### config.mk
export PLATFORM = sky130hd
export DESIGN_NAME = keymask_filter
export DESIGN_NICKNAME = d
export VERILOG_FILES = /design/src/rtl/keymask_pkg.sv /design/src/rtl/keymask_reg.sv /design/src/rtl/keymask_cmp.sv /design/src/rtl/keymask_irq.sv /design/src/rtl/keymask_filter.sv
export SDC_FILE = /design/constraint.sdc
export NUM_CORES = 1
export LEC_CHECK = 0
export BUFFER_PORTS_ARGS = -buffer_cell sky130_fd_sc_hd__buf_2
export CAP_MARGIN = 20
export CORE_MARGIN = 2
export CORE_UTILIZATION = 41
export DETAILED_ROUTE_END_ITERATION = 6
export PLACE_DENSITY = 0.89
export SETUP_SLACK_MARGIN = 0.5
export SLEW_MARGIN = 10
export SYNTH_ARGS = -nofsm -noshare
export SYNTH_HDL_FRONTEND = slang
export SYNTH_SLANG_ARGS = --single-unit
export TNS_END_PERCENT = 100
### constraint.sdc
create_clock -name clk -period 3.98 [get_ports clk]
set_input_delay 0.995 -clock clk [delete_from_list [all_inputs] [get_ports clk]]
set_output_delay 0.995 -clock clk [all_outputs]
set_load 0.005 [all_outputs]
### src/rtl/keymask_pkg.sv
package keymask_pkg;
  localparam int DATA_W   = 32;
  localparam int LVL_W    = 4;
  localparam int KEY_W    = 8;
  localparam int KEY_LSB  = DATA_W - KEY_W;
  localparam int MASK_LSB = 4;
  localparam logic [KEY_W-1:0] KEY_VAL = 8'hA5;

  typedef logic [LVL_W-1:0]  lvl_t;
  typedef logic [DATA_W-1:0] word_t;
endpackage

### src/rtl/keymask_reg.sv
module keymask_reg
  import keymask_pkg::*;
(
  input  logic  clk,
  input  logic  rst_n,
  input  logic  sel,
  input  logic  wr,
  input  logic [KEY_W-1:0] key_in,
  input  lvl_t  lvl_in,
  output lvl_t  mask_q,
  output word_t rdata
);
  logic key_ok;
  logic do_load;

  assign key_ok  = (key_in == KEY_VAL);
  assign do_load = sel && wr && key_ok;

  always_ff @(posedge clk or negedge rst_n) begin
    if (!rst_n)       mask_q <= '0;
    else if (do_load) mask_q <= lvl_in;
  end

  always_comb begin
    rdata = '0;
    if (sel) rdata[MASK_LSB +: LVL_W] = mask_q;
  end
endmodule

### src/rtl/keymask_cmp.sv
module keymask_cmp
  import keymask_pkg::*;
#(
  parameter int NUM_SRC = 8
) (
  input  logic [NUM_SRC-1:0]       pend,
  input  logic [NUM_SRC*LVL_W-1:0] lvl,
  input  lvl_t                     mask,
  output logic [NUM_SRC-1:0]       en
);
  for (genvar g = 0; g < NUM_SRC; g++) begin : g_src
    lvl_t src_lvl;
    assign src_lvl = lvl[g*LVL_W +: LVL_W];
    assign en[g]   = pend[g] && (src_lvl != '0) && (src_lvl > mask);
  end
endmodule

### src/rtl/keymask_irq.sv
module keymask_irq #(
  parameter int NUM_SRC = 8
) (
  input  logic               clk,
  input  logic               rst_n,
  input  logic [NUM_SRC-1:0] en,
  output logic               irq_q
);
  always_ff @(posedge clk or negedge rst_n) begin
    if (!rst_n) irq_q <= 1'b0;
    else        irq_q <= |en;
  end
endmodule

### src/rtl/keymask_filter.sv
module keymask_filter
  import keymask_pkg::*;
#(
  parameter int NUM_SRC = 8
) (
  input  logic                     clk,
  input  logic                     rst_n,
  input  logic                     reg_sel,
  input  logic                     reg_wr,
  input  logic [31:0]              reg_wdata,
  output logic [31:0]              reg_rdata,
  input  logic [NUM_SRC-1:0]       req_pend,
  input  logic [NUM_SRC*4-1:0]     req_lvl,
  output logic [NUM_SRC-1:0]       req_en,
  output logic                     irq_out
);
  lvl_t mask_q;
  logic wdata_unused;

  assign wdata_unused = ^{reg_wdata[KEY_LSB-1:MASK_LSB+LVL_W], reg_wdata[MASK_LSB-1:0]};

  keymask_reg u_reg (
    .clk    (clk),
    .rst_n  (rst_n),
    .sel    (reg_sel),
    .wr     (reg_wr),
    .key_in (reg_wdata[KEY_LSB +: KEY_W]),
    .lvl_in (reg_wdata[MASK_LSB +: LVL_W]),
    .mask_q (mask_q),
    .rdata  (reg_rdata)
  );

  keymask_cmp #(.NUM_SRC(NUM_SRC)) u_cmp (
    .pend (req_pend),
    .lvl  (req_lvl),
    .mask (mask_q),
    .en   (req_en)
  );

  keymask_irq #(.NUM_SRC(NUM_SRC)) u_irq (
    .clk   (clk),
    .rst_n (rst_n),
    .en    (req_en),
    .irq_q (irq_out)
  );
endmodule

# --- Word level (Yosys, flattened, before mapping) ---
# Index checks and enable logic that the tools add are counted.
totals:
  regBits: 5
  inputBits: 76
  out_inout_bits: 41
  elab_cells: 39
classes:
  order_cmp: 8
  n_eq_ne: 1
  mux: 1
  reduce_logical: 27
op_table:
  columns: ["op", "n"]
  rows:
  - ["$gt A4 B4 Y1", 8]
  - ["$reduce_bool A4 Y1", 8]
  - ["$logic_and A1 B1 Y1", 18]
  - ["$eq A8 B8 Y1 const B", 1]
  - ["$reduce_or A8 Y1", 1]
  - ["$mux W4", 1]

# --- Longest topological paths before layout ---
logic_depth:
  word_depth: 4
  mapped_depth: 7
  mapped_depth_nobuf: 7

# --- By module ---
# A second synthesis with hierarchy kept.
hier_totals:
  cells_unflattened: 148
  area_unflattened_um2: 1252.5
by_module_without_submodules:
  columns: ["module", "n_inst", "cells_per_inst", "area_per_inst_um2", "seq_area_each_um2"]
  rows:
  - ["keymask_cmp", 1, 99, 782.0, 0.0]
  - ["keymask_reg", 1, 45, 429.2, 100.1]
  - ["keymask_irq", 1, 4, 41.3, 25.0]

# --- Least setup slack after synthesis ---
# No wires, ideal clock.
synth_path:
  kind: "input to output"
  startpoint: "input req_lvl[21]"
  endpoint: "output req_en[5]"
  arrival_time_ns: 1.674
  required_ns: 2.985
  setup_slack_ns: 1.311
  stages: 4
  n_path_buf: 0
  cell_sequence: "ha_1 -> nor2b_1 -> o211ai_1 -> a21oi_1"
synth_via:
  elab_chain_cells: 3
  elab_cells_between_ends: 4
  cone_classes: "order compare (1); reduce/logical (3)"
synth_rtl:
  columns: ["element", "line_no", "text"]
  rows:
  - ["start: declaration", "keymask_filter.sv:13", "input logic [NUM_SRC*4-1:0] req_lvl,"]
  - ["branches (longest 2 deep; another with $gt A4 B4 Y1)", null, null]
  - ["$logic_and A1 B1 Y1 *", "keymask_cmp.sv:14", "assign en[g] = pend[g] && (src_lvl != '0) && (src_lvl > mask);"]
  - ["end: declaration", "keymask_filter.sv:14", "output logic [NUM_SRC-1:0] req_en,"]
# Mark *: on every way between the ends.

# --- Worst setup path in the final report ---
# Ends and elaborated chain as after synthesis.

==> results.json <==
{
  "ys_types": 22,
  "final_cell_area_sq_um": 1574,
  "final_antenna_net_count": 0,
  "grt_pass1_wl_um": 4381,
  "worstPathArrival_ns": 1.99,
  "cp-end-kind": "output pin",
  "ys_ff_latch": 5,
  "p_leak_nw": 0.9220,
  "hold_violations": 0,
  "path_max_fanout": 2,
  "io-pin-count": 117,
  "dp_hpwl_um": 2489,
  "layout-drive-gt1-share": 0.3514,
  "placed_cells": 251,
  "hp-class": "in2async",
  "min_period_over_period": 0.7500,
  "rsz0062_at_grt": "false",
  "rrSetupSlack_ns": 2.13,
  "timing_worst_setup_path_type": "in2out",
  "final_util": 0.5242,
  "slew_violations": 0,
  "rr_endpoint": "u_irq.irq_q$_DFF_PN0_",
  "cts_setup_buffers": 0,
  "fp.dieH_um": 59.77,
  "avgSynthCellArea_sq_um": 8.444,
  "final_cell_mix": "buf_2, ha_1, conb_1",
  "rows": 20,
  "max_freq_mhz": 335.0,
  "grt_max_degree": 11,
  "holdBufCountCts": 0,
  "reg2reg_from": "u_reg.mask_q[3]$_DFFE_PN0P_",
  "ys_top_cells_by_area": "ha_1, buf_4, dfrtp_1, a21oi_1, or4_1",
  "start_util": 0.4246,
  "antenna_found_initial": 0,
  "cts_resized": 0,
  "fin_skew_ns": 0.001301,
  "num_vias": 1262,
  "portBuffers": 68,
  "cts_tree": "built",
  "maxCapViolCount": 0,
  "yosys_warnings": 0,
  "routabilityCongestion": 0.7023,
  "cp.required_ns": 2.98,
  "crit_start": "req_lvl[21]",
  "clk_latency_ns": 0.25,
  "start_kind": "primary input",
  "placed_area_sq_um": 1548,
  "path_clk_slew_ns": 0.05,
  "core_sq_um": 3003,
  "routed_wl_um": 2887,
  "first_pass_iters": 4,
  "clockBufferDepth": 2,
  "powerDensity_nw_per_um2": 154.1,
  "n_antenna_cell": 0,
  "stdcell_count": 255,
  "setup_viol": 0,
  "final_common_cell": "buf_2",
  "synth_area_sq_um": 1275,
  "grt_pass1_vias": 1077,
  "ir_worst_vdd_mv": 0.07644,
  "rr_worst_depth": 6,
  "holdWs_ns": 0.5474,
  "endpoint": "req_en[5]",
  "synth_top_cell_area_share": 0.3140,
  "dieWidth_um": 59.77,
  "overflow": 0,
  "drt-wirelength-per-cell_um": 11.32,
  "die_area_sq_um": 3572,
  "yosys.area.top_type": "ha_1",
  "clockRootBuffer": "clkbuf_4",
  "route.detailed.drc": 0,
  "ys_seq_area_frac": 0.09814,
  "synth_cells": 151,
  "grt_use_total": 0.1599,
  "numCtsBuffers": 3,
  "viasPerCell": 4.949,
  "min_period_ns": 2.985,
  "area_growth_pct": 23.45,
  "setup_tns_ns": 0,
  "htreeDepth": 1,
  "drt_iter0_drc": 28,
  "status": "complete, no violations",
  "cts_sinks": 5,
  "fin_nets": 331
}
[where the power goes]
group          total, mW  switching, mW  internal, mW
Clock             0.0632         0.0250        0.0382
Sequential        0.0573        0.00192        0.0554
Combinational      0.122         0.0632        0.0589
Total              0.243         0.0901         0.152
[worst max-delay path, cell delays in order]
cell	delay [ns]
buf_2	0.11
ha_1	0.28
nor2b_1	0.12
o211ai_1	0.08
a21oi_1	0.24
buf_2	0.17
[routing by layer]
| metal | routed length, um | global-route usage | part of all wire | vias up |
|---|---|---|---|---|
| met3 | 175 | 0.01082 | 0.061 | 5 |
| met5 | 0 | 0 | 0 | - |
| met1 | 1162 | 0.1838 | 0.40 | 559 |
| li1 | - | - | - | 648 |
| met2 | 1514 | 0.3090 | 0.52 | 50 |
| met4 | 34 | 0.04762 | 0.012 | 0 |
[Yosys cell counts (all sizes together)]
cell type / n
a21oi: 16
o211ai: 8
clkinv: 1
nand2: 4
nand4b: 1
nand4bb: 1
o21ai: 3
and2: 4
dfrtp: 5
nor2b: 8
mux2: 1
nand3: 8
inv: 11
buf: 28
ha: 32
or4: 8
nand4: 8
conb: 1
nor4: 3
[kinds of logic after synthesis]
kind of cell,after synthesis,synth area share
muxes,1,0.008832
adders and majority gates,32,0.3140
DFF,5,0.09814
other,1,0.002941
and+or+nand+nor,45,0.2404
buffers and inverters,40,0.2002
AOI/OAI and AO/OA,27,0.1354
[state kept, by name, indices dropped and copies added (netlist names)]
name          flops
u_reg.mask_q      4
u_irq.irq_q       1
[per-stage QoR]
stage	worst slack (ns)	total power, mW
4_1_cts	0.9778	0.2458
3_5_place_dp	0.9788	0.1810
3_3_place_gp	0.9893	0.1775
6_report	0.9948	0.2426
2_1_floorplan	1.311	0.1469
5_1_grt	0.9001	0.2646
[how the worst min path moves through the flow]
stage	start	endpoint	slack, ns	depth (start not counted)
detailed placement	u_reg.mask_q[1]$_DFFE_PN0P_	u_reg.mask_q[1]$_DFFE_PN0P_	0.71	2
floorplan	u_reg.mask_q[1]$_DFFE_PN0P_	u_reg.mask_q[1]$_DFFE_PN0P_	0.60	2
finish	rst_n	u_reg.mask_q[0]$_DFFE_PN0P_	0.55	1
global placement	u_reg.mask_q[1]$_DFFE_PN0P_	u_reg.mask_q[1]$_DFFE_PN0P_	0.72	2
global route	rst_n	u_irq.irq_q$_DFF_PN0_	0.56	1
CTS	rst_n	u_reg.mask_q[0]$_DFFE_PN0P_	0.54	1
[final cells by class]
| class | count | area [sq um] |
|---|---|---|
| clock buffers | 4 | 26.28 |
| repair buffers | 68 | 340.3 |
| multi-input cells | 133 | 996.0 |
| flip-flops and latches | 5 | 125.1 |
| inverters | 12 | 45.04 |
| well taps | 33 | 41.29 |
| fillers | 308 | 1429 |
No activity file was read; power rests on OpenSTA's default activity.
